==> src/rtl/pktrx_pkg.sv <==
package pktrx_pkg;
    localparam logic [5:0]  RA_FLUSH  = 6'h18;
    localparam logic [5:0]  RA_OCC    = 6'h1C;
    localparam logic [5:0]  RA_DATA   = 6'h20;
    localparam logic [5:0]  RA_LEN    = 6'h24;
    localparam logic [31:0] FLUSH_KEY = 32'h0000_00A5;

    localparam int EV_FLUSHED   = 23;
    localparam int EV_PKT       = 26;
    localparam int EV_UNDERRUN  = 29;
    localparam int EV_OVERREAD  = 30;
    localparam int EV_UNDERREAD = 31;
endpackage

==> src/rtl/pktrx_fifo.sv <==
// Power-of-two circular store; pop_n may remove several entries in one cycle.
module pktrx_fifo #(
    parameter int W  = 32,
    parameter int AW = 5
) (
    input  logic          clk,
    input  logic          rst_n,
    input  logic          clr,
    input  logic          push,
    input  logic [W-1:0]  din,
    input  logic [AW:0]   pop_n,
    output logic [W-1:0]  dout,
    output logic          empty,
    output logic          full
);
    localparam int DEPTH = 1 << AW;

    typedef struct packed {
        logic [AW-1:0] wr;
        logic [AW-1:0] rd;
        logic [AW:0]   cnt;
    } ptr_t;

    logic [W-1:0] mem [DEPTH];
    ptr_t ptr_d, ptr_q;

    always_comb begin
        ptr_d = ptr_q;
        if (clr) begin
            ptr_d = '0;
        end else begin
            if (push) ptr_d.wr = ptr_q.wr + AW'(1);
            ptr_d.rd  = ptr_q.rd + pop_n[AW-1:0];
            ptr_d.cnt = ptr_q.cnt + (AW+1)'(push) - pop_n;
        end
    end

    always_ff @(posedge clk) begin
        if (!rst_n) ptr_q <= '0;
        else        ptr_q <= ptr_d;
    end

    always_ff @(posedge clk) begin
        if (push && !clr) mem[ptr_q.wr] <= din;
    end

    assign dout  = mem[ptr_q.rd];
    assign empty = (ptr_q.cnt == '0);
    assign full  = (ptr_q.cnt == (AW+1)'(DEPTH));
endmodule

==> src/rtl/pktrx_rxq.sv <==
module pktrx_rxq
    import pktrx_pkg::*;
#(
    parameter int DATA_AW = 5,
    parameter int LEN_AW  = 3
) (
    input  logic        clk,
    input  logic        rst_n,
    input  logic [31:0] s_tdata,
    input  logic        s_tvalid,
    input  logic        s_tlast,
    output logic        s_tready,
    input  logic        reg_rd,
    input  logic        reg_wr,
    input  logic [5:0]  reg_addr,
    input  logic [31:0] reg_wdata,
    output logic [31:0] reg_rdata,
    output logic [31:0] evt_o
);
    localparam int CW = DATA_AW + 1;

    typedef struct packed {
        logic [CW-1:0] cur;    // words of the packet still arriving
        logic [CW-1:0] occ;    // words of complete packets held
        logic [CW-1:0] rem;    // unread words of the open packet
        logic          pend;   // flush requested, applied next cycle
        logic [31:0]   rdata;
        logic [31:0]   evt;
    } st_t;

    st_t st_d, st_q;

    logic [31:0]     d_dout;
    logic            d_empty, d_full;
    logic [CW:0]     d_pad;
    logic [CW-1:0]   d_popn;
    logic [CW-1:0]   l_dout;
    logic            l_empty, l_full;
    logic [LEN_AW:0] l_popn;
    logic            accept;
    logic [CW-1:0]   add_w, sub_w;

    assign s_tready = !d_full && !l_full && !st_q.pend;
    assign accept   = s_tvalid && s_tready;
    assign d_pad    = {1'b0, d_popn};

    always_comb begin
        st_d      = st_q;
        st_d.evt  = '0;
        d_popn    = '0;
        l_popn    = '0;
        add_w     = '0;
        sub_w     = '0;
        st_d.pend = reg_wr && (reg_addr == RA_FLUSH) && (reg_wdata == FLUSH_KEY)
                    && !st_q.pend;
        if (st_q.pend) begin
            st_d.cur  = '0;
            st_d.occ  = '0;
            st_d.rem  = '0;
            st_d.pend = 1'b0;
            st_d.evt[EV_FLUSHED] = 1'b1;
        end else begin
            if (accept) begin
                if (s_tlast) begin
                    st_d.cur = '0;
                    add_w    = st_q.cur + CW'(1);
                    st_d.evt[EV_PKT] = 1'b1;
                end else begin
                    st_d.cur = st_q.cur + CW'(1);
                end
            end
            if (reg_rd) begin
                case (reg_addr)
                    RA_OCC: st_d.rdata = 32'(st_q.occ);
                    RA_LEN: begin
                        if (st_q.rem != '0) begin
                            st_d.evt[EV_UNDERREAD] = 1'b1;
                            d_popn = st_q.rem;
                        end
                        if (!l_empty) begin
                            st_d.rdata = 32'(l_dout) << 2;
                            st_d.rem   = l_dout;
                            l_popn     = (LEN_AW+1)'(1);
                        end else begin
                            st_d.rdata = '0;
                            st_d.rem   = '0;
                        end
                    end
                    RA_DATA: begin
                        if (st_q.occ == '0) begin
                            st_d.evt[EV_UNDERRUN] = 1'b1;
                            st_d.rdata = '0;
                        end else if (st_q.rem == '0 || d_empty) begin
                            st_d.evt[EV_OVERREAD] = 1'b1;
                            st_d.rdata = '0;
                        end else begin
                            st_d.rdata = d_dout;
                            d_popn     = CW'(1);
                            st_d.rem   = st_q.rem - CW'(1);
                        end
                    end
                    default: st_d.rdata = '0;
                endcase
            end
            sub_w    = d_popn;
            st_d.occ = st_q.occ + add_w - sub_w;
        end
    end

    always_ff @(posedge clk) begin
        if (!rst_n) st_q <= '0;
        else        st_q <= st_d;
    end

    pktrx_fifo #(.W(32), .AW(DATA_AW)) u_data (
        .clk(clk), .rst_n(rst_n), .clr(st_q.pend),
        .push(accept), .din(s_tdata), .pop_n(d_pad[DATA_AW:0]),
        .dout(d_dout), .empty(d_empty), .full(d_full)
    );

    pktrx_fifo #(.W(CW), .AW(LEN_AW)) u_len (
        .clk(clk), .rst_n(rst_n), .clr(st_q.pend),
        .push(accept && s_tlast), .din(st_q.cur + CW'(1)), .pop_n(l_popn),
        .dout(l_dout), .empty(l_empty), .full(l_full)
    );

    assign reg_rdata = st_q.rdata;
    assign evt_o     = st_q.evt;
endmodule

==> config.mk <==
export PLATFORM = sky130hd
export DESIGN_NAME = pktrx_rxq
export DESIGN_NICKNAME = d
export VERILOG_FILES = /design/src/rtl/pktrx_pkg.sv /design/src/rtl/pktrx_fifo.sv /design/src/rtl/pktrx_rxq.sv
export SDC_FILE = /design/constraint.sdc
export NUM_CORES = 1
export LEC_CHECK = 0
export ABC_CLOCK_PERIOD_IN_PS = 3200
export BUFFER_PORTS_ARGS = -buffer_cell sky130_fd_sc_hd__buf_2
export CAP_MARGIN = 20
export CORE_AREA = 3 3 293 295
export DETAILED_ROUTE_END_ITERATION = 16
export DIE_AREA = 0 0 296 298
export PLACE_DENSITY = 0.74
export SETUP_SLACK_MARGIN = 0.05
export SYNTH_ARGS = -nofsm -noshare
export SYNTH_HDL_FRONTEND = slang
export SYNTH_SLANG_ARGS = --single-unit
==> constraint.sdc <==
create_clock -name clk -period 3.2 [get_ports clk]
set_input_delay 0.16 -clock clk [delete_from_list [all_inputs] [get_ports clk]]
set_output_delay 0.16 -clock clk [all_outputs]
set_load 0.005 [all_outputs]
==> out/metrics.csv, run 1 <==
metric,value,unit
status,"complete, no violations",
dp_hpwl,61880,µm
cts_tree,done,
yosysTopAreaCellShare,0.7054,
cts-htree-levels,3,
wl,106800,µm
synthCells,2306,
max-cap-violations,0,
reg2regPathDepth,17,
die_area,88210,µm²
clk_latency,0.69,ns
grt_pass1_vias,24648,
wire_per_inst,28.30,µm
worstPathArrival,3.78,ns
synth_area_leaders,"edfxtp_1 (71%), mux4_2 (14%), dfxtp_1 (3.6%)",
synth.avg_cell_area,19.79,µm²
synth_warnings,0,
crit_required,3.81,ns
critPathSlowestCell,or4b_4,
io_buffers,113,
ys_seq_area_frac,0.7414,
ir_worst_vdd,0.4478,mV
cts-root-buf,clkbuf_16,
core_area,83420,µm²
slowest_delay,0.50,ns
holdPathEnd,u_data.mem[26][13]$_DFFE_PP_,
crit_chain,inv_2 > ha_4 > or4b_4 > o32ai_4 > nor3_4 > a31oi_4 > nor2b_1 > ha_1 > inv_1 > ha_1 > buf_4 > a21o_1 > a21oi_2 > o21bai_1 > a21oi_1 > xnor3_1 > nor2_1,
yosysMostFrequentCell,edfxtp_1,
synth_cell_type_count,62,
min_from,s_tdata[13],
drtPass1Iterations,5,
worst_slack,0.02640,ns
overflow,0,
routed-via-count,23540,
grt_max_degree,61,
worstMarginPinSlew,1.121,ns
stdcell_area,53070,µm²
avgViaCountPerCell,6.236,
die_y,298,µm
cts_inserted_buffers,110,
antenna_found_initial,1,
core.rowCount,106,
placed_cell_area,48730,µm²
hold_viol,0,
area_growth,16.29,%
cpMostUsedCell,ha_1,
grt_use_total,0.2471,
final.period_utilization,0.9917,
drc,0,
async_flop_share,0,
die_w,296,µm
clock_path_buffers,3,
hold_depth,1,
hold_path_class,primary input to flip-flop,
clock-sinks,1154,
dpl_worst_slack,-0.3660,ns
place_congestion,0.8537,
maxSlewHeadroom,0.2525,
drtIter0Drc,2450,
grt_pass1_wl,160300,µm
rsz0062_at_grt,yes,
startpoint_type,flip-flop,
antenna_left,0,
drive_gt1_frac,0.3104,
path_class,flip-flop to flip-flop,
synthFlopType,edfxtp_1,
leakage,17.03,nW
clkSlewWorstSetupHoldPaths,0.06,ns
setup.worst_path.end_class,flip-flop,
r2r-start,st_q[65]$_SDFFE_PP0P_,
r2r_end,st_q[76]$_SDFF_PP0_,
final_nets,2715,
finalMaxSlewViolations,0,
synth_area,45640,µm²
startpoint,st_q[65]$_SDFFE_PP0P_,
finalCriticalPeriod,3.174,ns
yosysTopAreaCell,edfxtp_1,
fin_skew,0.03587,ns
fmax,315.1,MHz
synth_edf_count,1072,
setup-violations-final,0,
pin_count,141,
synth_commonest_cells,"edfxtp_1 (1072), mux4_2 (281), nand2_1 (131), nor2_1 (86), dfxtp_1 (82)",
r2r_slack,0.03,ns
path_max_fanout,3,
floorplan.initialDensity,0.5470,
power.density_cell_area,615.7,nW/µm²
ys_ff_latch,1154,
==> cells in the final DEF, fill, tap and decap left out, types with 18 or more instances in the layout <==
| cell type | instances |
|---|---|
| a311oi_1 | 21 |
| clkbuf_16 | 112 |
| clkinv_2 | 21 |
| clkbuf_1 | 30 |
| nor2_1 | 54 |
| buf_12 | 42 |
| nand2_1 | 131 |
| ha_1 | 27 |
| a211oi_1 | 44 |
| dfxtp_1 | 75 |
| o21ai_0 | 18 |
| a221o_1 | 20 |
| mux2i_1 | 28 |
| dlygate4sd3_1 | 39 |
| a21oi_1 | 21 |
| mux4_2 | 281 |
| inv_1 | 26 |
| edfxtp_1 | 1072 |
| a31oi_1 | 21 |
| buf_4 | 141 |
| nor2b_1 | 45 |
| conb_1 | 27 |
| nor2_4 | 32 |
| buf_2 | 113 |
==> worst max-delay path by stage <==
stage / to / cells after the start
2_1_floorplan: u_data.mem[12][0]$_DFFE_PP_ / 9
3_3_place_gp: u_data.ptr_q[4]$_SDFF_PP0_ / 17
3_5_place_dp: u_data.ptr_q[10]$_SDFF_PP0_ / 15
4_1_cts: st_q[76]$_SDFF_PP0_ / 14
5_1_grt: st_q[76]$_SDFF_PP0_ / 17
6_report: st_q[76]$_SDFF_PP0_ / 17
==> per-stage QoR <==
step           utilization  power (mW)  cells  setup TNS, ns  hold slack (ns)
2_1_floorplan            -       18.61   2332        -272.10           0.2589
3_3_place_gp        0.5841       19.47   3517         -1.544           0.4294
3_5_place_dp        0.5841       19.58   3517         -1.842           0.4218
4_1_cts             0.6346       32.74   3769       -0.03786         0.002011
5_1_grt             0.6361       33.66   3773        -0.3799          0.03905
6_report            0.6361       32.68   3775              0          0.03325
==> cell type report <==
cell class,instances,area [µm²]
clock inverter,60,694.4
clock buffer,149,3012
timing repair buffer,337,2878
inverter,34,127.6
tap,1080,1351
antenna,2,5.005
sequential,1154,33850
fill,5373,30350
multi-input combinational,959,11150
==> kinds of logic (layout without fill, tap and decap cells) <==
kind of cell    count (synthesis)  after routing  share of synthesized area
simple gates                  361            361                    0.03852
other cells                     1             29                 0.00008217
mux                           312            312                     0.1456
buf+inv                       219            580                    0.02547
fa+ha+maj                      43             43                    0.01311
xor+xnor                       29             29                   0.005867
flops                        1154           1154                     0.7413
compound gates                187            187                    0.03005
==> flip-flops by register name (all words and copies together) (netlist names) <==
name,cells
u_data.mem,1024
reg_rdata,32
u_len.mem,48
u_data.ptr_q,16
st_q,19
u_len.ptr_q,10
evt_o,5
==> routing by layer <==
layer,vias up,track usage,wire (µm)
met1,12260,0.3359,40600
met2,1178,0.4155,54900
met4,0,0.08024,3067
met5,-,0,0
li1,9891,-,-
met3,211,0.03750,8257
==> power by group <==
group / switching [mW] / internal, mW / total (mW)
Sequential: 0.154 / 16.9 / 17.0
Combinational: 1.41 / 1.04 / 2.46
Clock: 5.56 / 7.63 / 13.2
Total: 7.12 / 25.6 / 32.7
==> worst max-delay path, delay by kind of cell, from the launching register on <==
family	cells	cell delay [ns]
AO/OA/AOI/OAI	6	0.93
AND/OR/NAND/NOR	4	0.75
adder cells (fa/ha/maj)	3	0.63
flip-flops	1	0.32
buffers and inverters	3	0.27
XOR/XNOR	1	0.22
==> what timing repair did <==
item                                   in CTS  in global routing
resized for setup                          21                 21
hold buffers                               39                  0
pin swaps                                  13                 17
setup buffers                               5                  4
endpoints found under the hold margin     911                  0
setup endpoints to repair                  12                  8
No activity file was read; power rests on OpenSTA's default activity.
==> run 2: changes to the inputs <==
--- a/config.mk
+++ b/config.mk
@@ -6,7 +6,7 @@
 export NUM_CORES = 1
 export LEC_CHECK = 0
 export ABC_CLOCK_PERIOD_IN_PS = 3200
-export BUFFER_PORTS_ARGS = -buffer_cell sky130_fd_sc_hd__buf_2
+export BUFFER_PORTS_ARGS = -buffer_cell sky130_fd_sc_hd__clkbuf_2
 export CAP_MARGIN = 20
 export CORE_AREA = 3 3 293 295
 export DETAILED_ROUTE_END_ITERATION = 16
==> run 2 against run 1 <==
Die area did not move. Via count rose by 0.74%. Clock power barely moved. Combinational power barely moved. Design area fell by 0.15%. Sequential power barely moved. Power fell by 0.52%. The run now ends with negative setup slack left.
==> out/metrics.csv, run 2 (synthesized netlist as in run 1, its figures left out) <==
metric,value,unit,change
switching_share,0.2195,,+0.001521
clkSlewWorstSetupHoldPaths,0.06,ns,about the same
pwr-share-comb,0.076,,about the same
status,"complete, but fails checks",,
cts-htree-levels,3,,unchanged
rsz0062_at_grt,yes,,
grt_use_total,0.2483,,+0.001194
worst_path_dominant_cell_family,simple AND/OR/NAND/NOR gates,,
instances_no_fill,3770,,-0.13%
antenna_left,0,,unchanged
cts_tree,done,,
final.period_utilization,1.014,,+0.02182
cts_inserted_buffers,110,,unchanged
avgViaCountPerCell,6.290,,+0.88%
area_growth,16.12,%,
largest_reg_flops,1024,,unchanged
dpl_worst_slack,-0.3892,ns,-0.02325 ns
stdcell_area,52990,µm²,-0.15%
path_max_fanout,3,,unchanged
leakage,17.00,nW,-0.19%
grt_pass1_wl,160500,µm,+0.16%
final_cell_mix,"edfxtp_1 (1072), mux4_2 (281), buf_4 (153), nand2_1 (131), clkbuf_2 (113)",,
power_frac_seq,0.524,,+0.003
fin_skew,0.02738,ns,-0.008484 ns
p_sw,7.136,mW,+0.18%
p_int,25.37,mW,-0.71%
drtPass1Iterations,5,,unchanged
largest-register,u_data.mem,,
core.rowCount,106,,unchanged
core_area,83420,µm²,unchanged
dp_hpwl,62560,µm,+1.1%
wire_per_inst,28.73,µm,+1.5%
maxSlewHeadroom,0.3139,,+0.06144
worstMarginPinSlew,1.029,ns,-0.09215 ns
startpoint_type,flip-flop,,
place_congestion,0.8274,,-3.1%
worst_slack,-0.04342,ns,-0.06983 ns
multi_input_area,11200,µm²,+0.46%
die_area,88210,µm²,unchanged
p_clk_frac,0.400,,-0.003
overflow,0,,unchanged
drtIter0Drc,2468,,+0.73%
hold_path_class,primary input to flip-flop,,
final_nets,2709,,-0.22%
clock-sinks,1154,,unchanged
wl,108300,µm,+1.4%
final_common_cell,edfxtp_1,,
power.density_cell_area,613.5,nW/µm²,-0.37%
ir_worst_vdd,0.4253,mV,-5.0%
clk_latency,0.69,ns,about the same
setup-violations-final,1,,+1
nFillCells,5427,,+1.0%
grt_max_degree,73,,+20%
crit_buf_inv,2,,-1
hold_viol,0,,unchanged
io_buffers,113,,unchanged
dp.cells,3516,,-0.028%
cpMostUsedCell,a21oi_2,,
critPathSlowestCell,or4b_4,,
floorplan.initialDensity,0.5470,,unchanged
setup.worst_path.end_class,flip-flop,,
placed_cell_area,48740,µm²,about the same
clock_path_buffers,3,,unchanged
path_class,flip-flop to flip-flop,,
crit_required,3.82,ns,about the same
antenna_found_initial,3,,+2
fin_tns_setup,-0.04342,ns,-0.04342 ns
grt_pass1_vias,24579,,-0.28%
regArea,33850,µm²,unchanged
violations,negative setup slack,,
slowest_delay,0.50,ns,about the same
routed-via-count,23715,,+0.74%
pin_count,141,,unchanged
drc,0,,unchanged
fin_util,0.6352,,-0.0009300
crit_chain,inv_2 > ha_4 > or4b_4 > or2_4 > buf_6 > nand4_1 > fa_1 > ha_1 > a21o_1 > a21oi_2 > o21bai_1 > a21oi_2 > xnor3_1 > nor2_1,,
cts-root-buf,clkbuf_16,,
finalMaxSlewViolations,0,,unchanged
worstPathArrival,3.86,ns,+0.08 ns
finalCriticalPeriod,3.243,ns,+0.06983 ns
fmax,308.3,MHz,-2.2%
max-cap-violations,0,,unchanged
die_w,296,µm,unchanged
die_y,298,µm,unchanged
drive_gt1_frac,0.3193,,+0.008881
run 2: cell types whose count changed in the layout (fill, tap and decap cells not counted), sizes merged:
cell and delta:
clkinvlp -4, clkbuf +100, buf -89, dlygate4sd3 -30
diode +1, clkinv +17
run 2: final cells by class:
type / instances / share of cell area
multi-input combinational: 959 / 0.2114
tap: 1080 / 0.02550
clock buffer: 136 / 0.05494
sequential: 1154 / 0.6388
clock inverter: 73 / 0.01351
timing repair buffer: 331 / 0.05322
inverter: 34 / 0.002503
antenna: 3 / 0.0001417
run 2: routing by layer:
metal | share of wire | vias up | GRT usage
met4 | 0.035 | 0 | 0.09247
met1 | 0.37 | 12433 | 0.3352
li1 | - | 9875 | -
met2 | 0.51 | 1171 | 0.4148
met3 | 0.080 | 236 | 0.03697
met5 | 0 | - | 0
run 2: worst paths after layout:
kind	from	end	slack (ns)	depth (start not counted)
worst min register to register	st_q[78]$_SDFFE_PP0N_	st_q[78]$_SDFFE_PP0N_	0.48	2
worst min-delay path	s_tvalid	st_q[78]$_SDFFE_PP0N_	0.05	5
worst max register to register	st_q[66]$_SDFFE_PP0P_	st_q[76]$_SDFF_PP0_	-0.04	14
worst max-delay path	st_q[66]$_SDFFE_PP0P_	st_q[76]$_SDFF_PP0_	-0.04	14
run 2: what timing repair did:
action,in CTS,in global routing
resized for setup,25,39
pin swaps,19,30
setup buffers,25,10
endpoints found under the setup margin,11,9
hold endpoints to repair,15,0
hold buffers,9,0
run 2: power groups by stage:
| stage | sequential [mW] | clock [mW] | combinational (mW) |
|---|---|---|---|
| 2_1_floorplan | 17.3 | 0 | 1.29 |
| 3_3_place_gp | 17.3 | 0 | 2.15 |
| 3_5_place_dp | 17.3 | 0 | 2.26 |
| 4_1_cts | 17.0 | 13.2 | 2.36 |
| 5_1_grt | 17.1 | 13.8 | 2.67 |
| 6_report | 17.0 | 13.0 | 2.47 |
run 2: worst reg2reg max path: stages, from the launching register on:
cell and delay [ns]:
dfxtp_2 0.32, inv_2 0.08, ha_4 0.13, or4b_4 0.50
or2_4 0.28, buf_6 0.12, nand4_1 0.08, fa_1 0.45
ha_1 0.30, a21o_1 0.17, a21oi_2 0.17, o21bai_1 0.11
a21oi_2 0.17, xnor3_1 0.22, nor2_1 0.09
run 2: through the flow:
step	total power, mW	hold slack [ns]
3_3_place_gp	19.47	0.4267
5_1_grt	33.51	0.06470
6_report	32.51	0.05113
4_1_cts	32.58	0.01182
2_1_floorplan	18.61	0.2589
3_5_place_dp	19.61	0.4329
